==> config.mk <==
export PLATFORM = sky130hd
export DESIGN_NAME = bankreg_file
export DESIGN_NICKNAME = d
export VERILOG_FILES = /design/src/rtl/bankreg_pkg.sv /design/src/rtl/bankreg_decode.sv /design/src/rtl/bankreg_store.sv /design/src/rtl/bankreg_file.sv
export SDC_FILE = /design/constraint.sdc
export NUM_CORES = 1
export LEC_CHECK = 0
export ABC_CLOCK_PERIOD_IN_PS = 4310
export BUFFER_PORTS_ARGS = -buffer_cell sky130_fd_sc_hd__buf_2
export CELL_PAD_IN_SITES_DETAIL_PLACEMENT = 1
export CELL_PAD_IN_SITES_GLOBAL_PLACEMENT = 1
export CORE_MARGIN = 5
export CORE_UTILIZATION = 45
export CTS_BUF_LIST = sky130_fd_sc_hd__clkbuf_16
export DETAILED_ROUTE_END_ITERATION = 10
export PLACE_DENSITY = 0.76
export SYNTH_ARGS = -nofsm -noshare
export SYNTH_HDL_FRONTEND = slang
export SYNTH_SLANG_ARGS = --single-unit
==> constraint.sdc <==
create_clock -name clk -period 4.31 [get_ports clk]
set_input_delay 1.0775 -clock clk [delete_from_list [all_inputs] [get_ports clk]]
set_output_delay 1.0775 -clock clk [all_outputs]
set_load 0.005 [all_outputs]
==> src/rtl/bankreg_pkg.sv <==
package bankreg_pkg;

   typedef enum logic [1:0] {
      REGION_SFR    = 2'd0,
      REGION_GPR    = 2'd1,
      REGION_MIRROR = 2'd2,
      REGION_NONE   = 2'd3
   } region_e;

   function automatic bit region_is_ram(region_e r);
      return (r == REGION_GPR) || (r == REGION_MIRROR);
   endfunction

endpackage

==> src/rtl/bankreg_decode.sv <==
module bankreg_decode
   import bankreg_pkg::*;
#(
   parameter int OFS_W       = 7,
   parameter int SFR_SPAN    = 32,
   parameter int GPR_LO      = 64,
   parameter int GPR_DEPTH   = 64,
   parameter int MIRROR_SPAN = 16,
   parameter int IDX_W       = $clog2(GPR_DEPTH),
   parameter int SFR_AW      = $clog2(SFR_SPAN)
) (
   input  logic              bank_i,
   input  logic [OFS_W-1:0]  ofs_i,
   output region_e           region_o,
   output logic [IDX_W-1:0]  idx_o,
   output logic              sfr_sel_o,
   output logic [SFR_AW-1:0] sfr_addr_o
);

   localparam int BANK_SIZE = 1 << OFS_W;
   localparam int GPR_HI    = GPR_LO + GPR_DEPTH;
   localparam int MIRROR_LO = BANK_SIZE - MIRROR_SPAN;
   localparam int XW        = OFS_W + 1;

   if (GPR_HI > BANK_SIZE) begin : g_bad_gpr
      $error("general-purpose range exceeds the bank");
   end
   if (MIRROR_LO < GPR_LO) begin : g_bad_mirror
      $error("mirror window must lie over general-purpose RAM");
   end
   if (SFR_SPAN > GPR_LO) begin : g_bad_sfr
      $error("special-function window overlaps RAM");
   end
   if ((1 << SFR_AW) != SFR_SPAN) begin : g_bad_sfr_span
      $error("special-function span must be a power of two");
   end

   logic [XW-1:0] ofs_x;
   logic          in_sfr, in_gpr, in_mirror;

   assign ofs_x     = {1'b0, ofs_i};
   assign in_sfr    = ofs_x < XW'(SFR_SPAN);
   assign in_gpr    = !bank_i && (ofs_x >= XW'(GPR_LO)) && (ofs_x < XW'(GPR_HI));
   assign in_mirror = bank_i && (ofs_x >= XW'(MIRROR_LO));

   always_comb begin
      if (in_sfr)         region_o = REGION_SFR;
      else if (in_gpr)    region_o = REGION_GPR;
      else if (in_mirror) region_o = REGION_MIRROR;
      else                region_o = REGION_NONE;
   end

   // The mirror uses the same in-bank offset as bank 0, so one subtraction serves both.
   assign idx_o      = IDX_W'(ofs_x - XW'(GPR_LO));
   assign sfr_sel_o  = in_sfr;
   assign sfr_addr_o = in_sfr ? ofs_i[SFR_AW-1:0] : '0;

endmodule

==> src/rtl/bankreg_store.sv <==
module bankreg_store #(
   parameter int DATA_W    = 8,
   parameter int DEPTH     = 64,
   parameter bit RESET_RAM = 1'b1,
   parameter int IDX_W     = $clog2(DEPTH)
) (
   input  logic              clk,
   input  logic              rst_n,
   input  logic              wr_en_i,
   input  logic [IDX_W-1:0]  wr_idx_i,
   input  logic [DATA_W-1:0] wr_data_i,
   input  logic [IDX_W-1:0]  rd_idx_i,
   output logic [DATA_W-1:0] rd_data_o
);

   if ((1 << IDX_W) != DEPTH) begin : g_bad_depth
      $error("storage depth must be a power of two");
   end
   if (DATA_W < 1) begin : g_bad_width
      $error("data width must be positive");
   end

   logic [DATA_W-1:0] mem_q [DEPTH];

   if (RESET_RAM) begin : g_reset_ram
      always_ff @(posedge clk or negedge rst_n) begin
         if (!rst_n) begin
            for (int i = 0; i < DEPTH; i++) mem_q[i] <= '0;
         end else if (wr_en_i) begin
            mem_q[wr_idx_i] <= wr_data_i;
         end
      end
   end else begin : g_plain_ram
      always_ff @(posedge clk) begin
         if (wr_en_i) mem_q[wr_idx_i] <= wr_data_i;
      end
   end

   assign rd_data_o = mem_q[rd_idx_i];

   assert_write_lands_R3 : assert property (@(posedge clk) disable iff (!rst_n)
      wr_en_i |=> mem_q[$past(wr_idx_i)] == $past(wr_data_i));

endmodule

==> src/rtl/bankreg_file.sv <==
module bankreg_file
   import bankreg_pkg::*;
#(
   parameter int OFS_W       = 7,
   parameter int DATA_W      = 8,
   parameter int SFR_SPAN    = 32,
   parameter int GPR_LO      = 64,
   parameter int GPR_DEPTH   = 64,
   parameter int MIRROR_SPAN = 16,
   parameter bit RESET_RAM   = 1'b1,
   localparam int SFR_AW     = $clog2(SFR_SPAN)
) (
   input  logic              clk,
   input  logic              rst_n,
   input  logic [OFS_W-1:0]  addr_i,
   input  logic              bank_i,
   input  logic              we_i,
   input  logic [DATA_W-1:0] wdata_i,
   input  logic [DATA_W-1:0] sfr_rdata_i,
   output logic [DATA_W-1:0] rdata_o,
   output logic              sfr_sel_o,
   output logic [SFR_AW-1:0] sfr_addr_o
);

   localparam int IDX_W = $clog2(GPR_DEPTH);

   region_e           region;
   logic [IDX_W-1:0]  ram_idx;
   logic              store_we;
   logic [DATA_W-1:0] ram_rdata;

   bankreg_decode #(
      .OFS_W       (OFS_W),
      .SFR_SPAN    (SFR_SPAN),
      .GPR_LO      (GPR_LO),
      .GPR_DEPTH   (GPR_DEPTH),
      .MIRROR_SPAN (MIRROR_SPAN),
      .IDX_W       (IDX_W),
      .SFR_AW      (SFR_AW)
   ) decode_i (
      .bank_i     (bank_i),
      .ofs_i      (addr_i),
      .region_o   (region),
      .idx_o      (ram_idx),
      .sfr_sel_o  (sfr_sel_o),
      .sfr_addr_o (sfr_addr_o)
   );

   assign store_we = we_i && region_is_ram(region);

   bankreg_store #(
      .DATA_W    (DATA_W),
      .DEPTH     (GPR_DEPTH),
      .RESET_RAM (RESET_RAM),
      .IDX_W     (IDX_W)
   ) store_i (
      .clk       (clk),
      .rst_n     (rst_n),
      .wr_en_i   (store_we),
      .wr_idx_i  (ram_idx),
      .wr_data_i (wdata_i),
      .rd_idx_i  (ram_idx),
      .rd_data_o (ram_rdata)
   );

   always_comb begin
      unique case (region)
         REGION_SFR:                rdata_o = sfr_rdata_i;
         REGION_GPR, REGION_MIRROR: rdata_o = ram_rdata;
         default:                   rdata_o = '0;
      endcase
   end

   assert_sfr_index_R1 : assert property (@(posedge clk) disable iff (!rst_n)
      sfr_sel_o |-> (sfr_addr_o == addr_i[SFR_AW-1:0]));
   assert_sfr_data_R2 : assert property (@(posedge clk) disable iff (!rst_n)
      sfr_sel_o |-> (rdata_o == sfr_rdata_i));
   assert_hole_reads_zero_R5 : assert property (@(posedge clk) disable iff (!rst_n)
      (region == REGION_NONE) |-> (rdata_o == '0));
   assert_hole_no_write_R6 : assert property (@(posedge clk) disable iff (!rst_n)
      (region == REGION_NONE) |-> !store_we);
   assert_idle_no_write_R7 : assert property (@(posedge clk) disable iff (!rst_n)
      !we_i |-> !store_we);
   assert_sfr_no_write_R8 : assert property (@(posedge clk) disable iff (!rst_n)
      sfr_sel_o |-> !store_we);

endmodule

==> impl_summary.txt <==
----------------------------------------------------
[Timing]
  Slew at the pin closest to its max-slew limit ... just over 1000 ps
  Period utilization ... 99.51%
  Post-Route Skew ... 0 ps
  Clock period minus worst slack ... approximately 4300 ps
  Final setup viols ... 0
  Count of final max-slew check failures ... 0
  Post-layout worst setup margin ... ~21 ps
  Final Hold Fails ... 0
  FMAX ... roughly 0.23 GHz
  Slew headroom ... 32.24%

[Yosys]
  Share of the synthesized area in the top cell type ... ~53%
  Adder-Cell Fraction of Synth Area ... less than 1%
  Complex-gate fraction of the synthesized area ... around 6.3%
  Most repeated cell in the gate-level netlist after synthesis ... sky130_fd_sc_hd__mux2_2
  Summed instance area of the synthesized netlist ... between 0.02 and 0.025 mm²
  Synth cell count leaders ... sky130_fd_sc_hd__mux2_2, sky130_fd_sc_hd__dfrtp_1, sky130_fd_sc_hd__o22ai_1, sky130_fd_sc_hd__nor2_4, sky130_fd_sc_hd__clkbuf_1
  Async SR Flop Fraction ... between 90% and 100%
  Mapped Avg Cell Area ... between 10 and 15 µm²
  Cell taking the most area after synthesis ... sky130_fd_sc_hd__dfrtp_1
  Proportion of synthesized area in mux cells ... around a third
  Proportion of synthesized chip area in sequential cells ... about 53%
  Synth top area cells ... sky130_fd_sc_hd__dfrtp_1, sky130_fd_sc_hd__mux2_2, sky130_fd_sc_hd__mux4_2
  Main combinational cell family by area after synthesis ... multiplexers
  Number of synthesized flops with an enable pin ... 0
  Most instantiated flip-flop cell in the synthesis netlist ... sky130_fd_sc_hd__dfrtp_1
  FF+latch count, synth ... 512
  Xor and xnor area share after synthesis ... 0%
  Yosys Warn Count ... 0
  Synthesized netlist cell count ... approximately 1,700
  Syn Nets ... about 1,700
  Number of distinct library cell variants in the gate-level netlist after synthesis ... 65
  Simple-gate share of the synthesized area ... under 10%

[CTS]
  TritonCTS clock tree ... yes
  Number of clock buffers inserted by TritonCTS ... between 50 and 60
  Master cell of the clock root buffer ... sky130_fd_sc_hd__clkbuf_16
  CTS sink count ... 512
  Clock Tree Buf Depth ... 3
  Reg clk slew, reported paths ... 60 ps
  Clock insertion delay at the later pin of the skew report ... between 600 and 700 ps
  Deepest level of the CTS H-tree ... 2
  Hold buffers post-CTS ... 0

[Place]
  Final RePlAce weighted congestion ... 0.9213
  PortBufs ... 40
  Post-place setup slack ... -252.2 ps
  DP Wirelength ... ~50,000 µm

[Routing]
  Total Routed Length ... a little under 80,000 µm
  Routed len/inst ... 30.03 µm
  Detailed-routing iteration count for the pre-antenna-repair pass ... 6
  Initial detailed-routing violation count ... between 1,000 and 1,500
  Number of vias per cell after detailed routing ... roughly 6.3
  Post-route DRC violation count ... 0
  Final antenna-violating net count ... 0
  Via Count ... about 16,000

[Worst setup path]
  Max incr delay on CP ... about 400 ps
  Crit-path cells ... buf_8 > buf_16 > mux2_2 > o22ai_2 > a211oi_2 > o22ai_1 > a2111o_1 > o31ai_2 > buf_4 > buf_2
  Critical path data arrival time ... 3210 ps
  Required @ worst endpoint ... 3230 ps
  Crit path max-delay family ... compound AO/OA/AOI/OAI gates
  Critical-path cell with the highest stage delay ... sky130_fd_sc_hd__a2111o_1
  Category of the most critical setup path ... in -> out
  Crit path launch type ... primary input
  Largest fanout on the critical path ... 18
  Buffers & Inverters on Critical Path ... 4
  Critical path endpoint category ... output pin

[Floorplan]
  Number of cell rows ... 85
  Number of primary I/O pins ... 41
  Placeable core region ... 0.05371 mm²
  Initial Utilization ... a little under half
  Die width ... about 240 µm
  Chip Height ... between 200 and 250 µm
  Overall die area ... around 0.059 mm²

[GRT]
  Antenna violations before repair ... 1
  Global-route congestion overflow total ... 0
  Vias in the first global route ... between 15,000 and 20,000
  Pin count of the biggest net entering global routing ... 95
  Global-route wire length before repair ... between 100,000 and 150,000 µm
  Total GRT Usage ... approximately a quarter

[Worst hold path]
  Hold crit path type ... reg -> reg

[Power]
  Reg power frac ... 48.1%
  Internal power of the cells ... around 8.5 mW
  Highest ir drop seen on vdd ... between 0.0003 and 0.0004 V
  Power share of the combinational group ... between 10 and 15%
  Sw frac ... roughly a quarter
  Psw ... around 3 mW
  Power per cell area ... between 400 and 500 mW/mm²
  Clock share of power ... a little under two fifths
  Total power after layout ... ~12 mW
  Leak Pwr ... between 10 and 15 nW

[Run]
  Count of max-cap constraint violations ... 0

[Finish]
  Total area of multi-input combinational cells ... approximately 0.011 mm²
  Number of antenna repair diodes ... 0
  Register cell area after layout ... roughly 0.013 mm²
  Layout cell share with drive strength beyond 1 ... approximately 52%
  Area delta synth->final ... 15.70%
  Largest registers in the final layout ... store_i.mem_q x512
  Layout Nets ... roughly 1,900
  Number of inserted filler cells in the final layout ... just over 5,000
  Flip-flop count of the largest register after layout ... just over 500
  Register with the most flip-flops ... store_i.mem_q

[Status]
  Run status ... complete, no violations

----------------------------------------------------
==> worst paths after layout <==
check	startpoint	endpoint	slack [ps]	depth (start not counted)
max in group asynchronous	rst_n	store_i.mem_q[202]$_DFFE_PN0P_	2790	2
worst min-delay path	store_i.mem_q[132]$_DFFE_PN0P_	store_i.mem_q[132]$_DFFE_PN0P_	490	1
worst max-delay path	addr_i[2]	rdata_o[4]	20	10
min in group asynchronous	rst_n	store_i.mem_q[1]$_DFFE_PN0P_	520	1
worst max register to register	store_i.mem_q[351]$_DFFE_PN0P_	store_i.mem_q[351]$_DFFE_PN0P_	3480	1
worst min register to register	store_i.mem_q[132]$_DFFE_PN0P_	store_i.mem_q[132]$_DFFE_PN0P_	490	1
==> power groups by stage <==
stage               sequential, mW  combinational [mW]  clock [mW]
floorplan                     5.51               0.959           0
detailed placement            5.61                1.54           0
global placement              5.56                1.48           0
global route                  5.59                1.73        4.66
CTS                           5.54                1.59        4.44
finish                        5.55                1.62        4.37
==> cell families (layout without fill, tap and decap cells) <==
kind of cell,after synthesis,count (layout)
flip-flops,512,512
AND/OR/NAND/NOR,201,201
multiplexers,644,644
AO/OA/AOI/OAI,220,220
buffers and inverters,136,311
adder cells (fa/ha/maj),1,1
==> metal layers <==
layer,wire length [µm],track usage (%),vias up
met1,31690,34.79,8663
met4,3471,10.85,0
li1,-,-,6663
met2,37150,41.86,637
met5,0,0,-
met3,5305,5.677,202
==> layout by cell type (no fill, tap or decap), types with 5 or more instances in the layout <==
master                      Yosys  final
sky130_fd_sc_hd__a22oi_1       10     10
sky130_fd_sc_hd__nor2_2         7      9
sky130_fd_sc_hd__a211oi_1      18     14
sky130_fd_sc_hd__nand2_4        7      6
sky130_fd_sc_hd__or3_1          5      5
sky130_fd_sc_hd__nand2_1       41     40
sky130_fd_sc_hd__nor2_4        58     58
sky130_fd_sc_hd__buf_2         34     34
sky130_fd_sc_hd__nor2_1        22     20
sky130_fd_sc_hd__and2_1         8      7
sky130_fd_sc_hd__nand2b_1       8      5
sky130_fd_sc_hd__clkbuf_16      0     55
sky130_fd_sc_hd__clkinv_2       0      6
sky130_fd_sc_hd__a211oi_2       1      5
sky130_fd_sc_hd__mux4_2        34     36
sky130_fd_sc_hd__mux2i_1       28     28
sky130_fd_sc_hd__mux2_2       552    551
sky130_fd_sc_hd__a21oi_2        0      5
sky130_fd_sc_hd__o221ai_1      34     33
sky130_fd_sc_hd__buf_4         16    142
sky130_fd_sc_hd__buf_6         15      7
sky130_fd_sc_hd__nor3_1        15     15
sky130_fd_sc_hd__nor2b_1        7      5
sky130_fd_sc_hd__mux2_1        15     15
sky130_fd_sc_hd__clkinv_1       0     18
sky130_fd_sc_hd__a21oi_1       30     25
sky130_fd_sc_hd__dfrtp_1      512    512
sky130_fd_sc_hd__mux4_1        15     13
sky130_fd_sc_hd__o21ai_0       27     20
sky130_fd_sc_hd__inv_1          0     14
sky130_fd_sc_hd__o22ai_1       59     56
sky130_fd_sc_hd__buf_12         2     19
==> stage by stage <==
step	utilization, %	TNS, ps	cells	cell area [µm²]	hold WS, ps
after floorplan	-	0	1714	24380	449.1
after global placement	48.86	-887.5	2485	26240	459.1
after detailed placement	48.86	-1057	2485	26240	475.8
after CTS	52.20	0	2584	28030	489.7
after global routing	52.52	-62.41	2585	28210	502.8
final	52.52	0	2585	28210	491.3
==> final cells by class <==
| type | instances | area share [%] |
|---|---|---|
| inverter | 3 | 0.03992 |
| sequential | 512 | 45.42 |
| clock buffer | 55 | 4.879 |
| timing repair buffer | 211 | 6.720 |
| tap | 696 | 3.087 |
| clock inverter | 42 | 0.8472 |
| multi-input combinational | 1066 | 39.01 |
==> repair_timing <==
action                                  CTS  global route
setup buffers                             0             1
pin swaps                                 8             8
resized for setup                        32            37
gates cloned                              2             0
endpoints found under the setup margin    8             8
(Power assumes the default switching activity.)
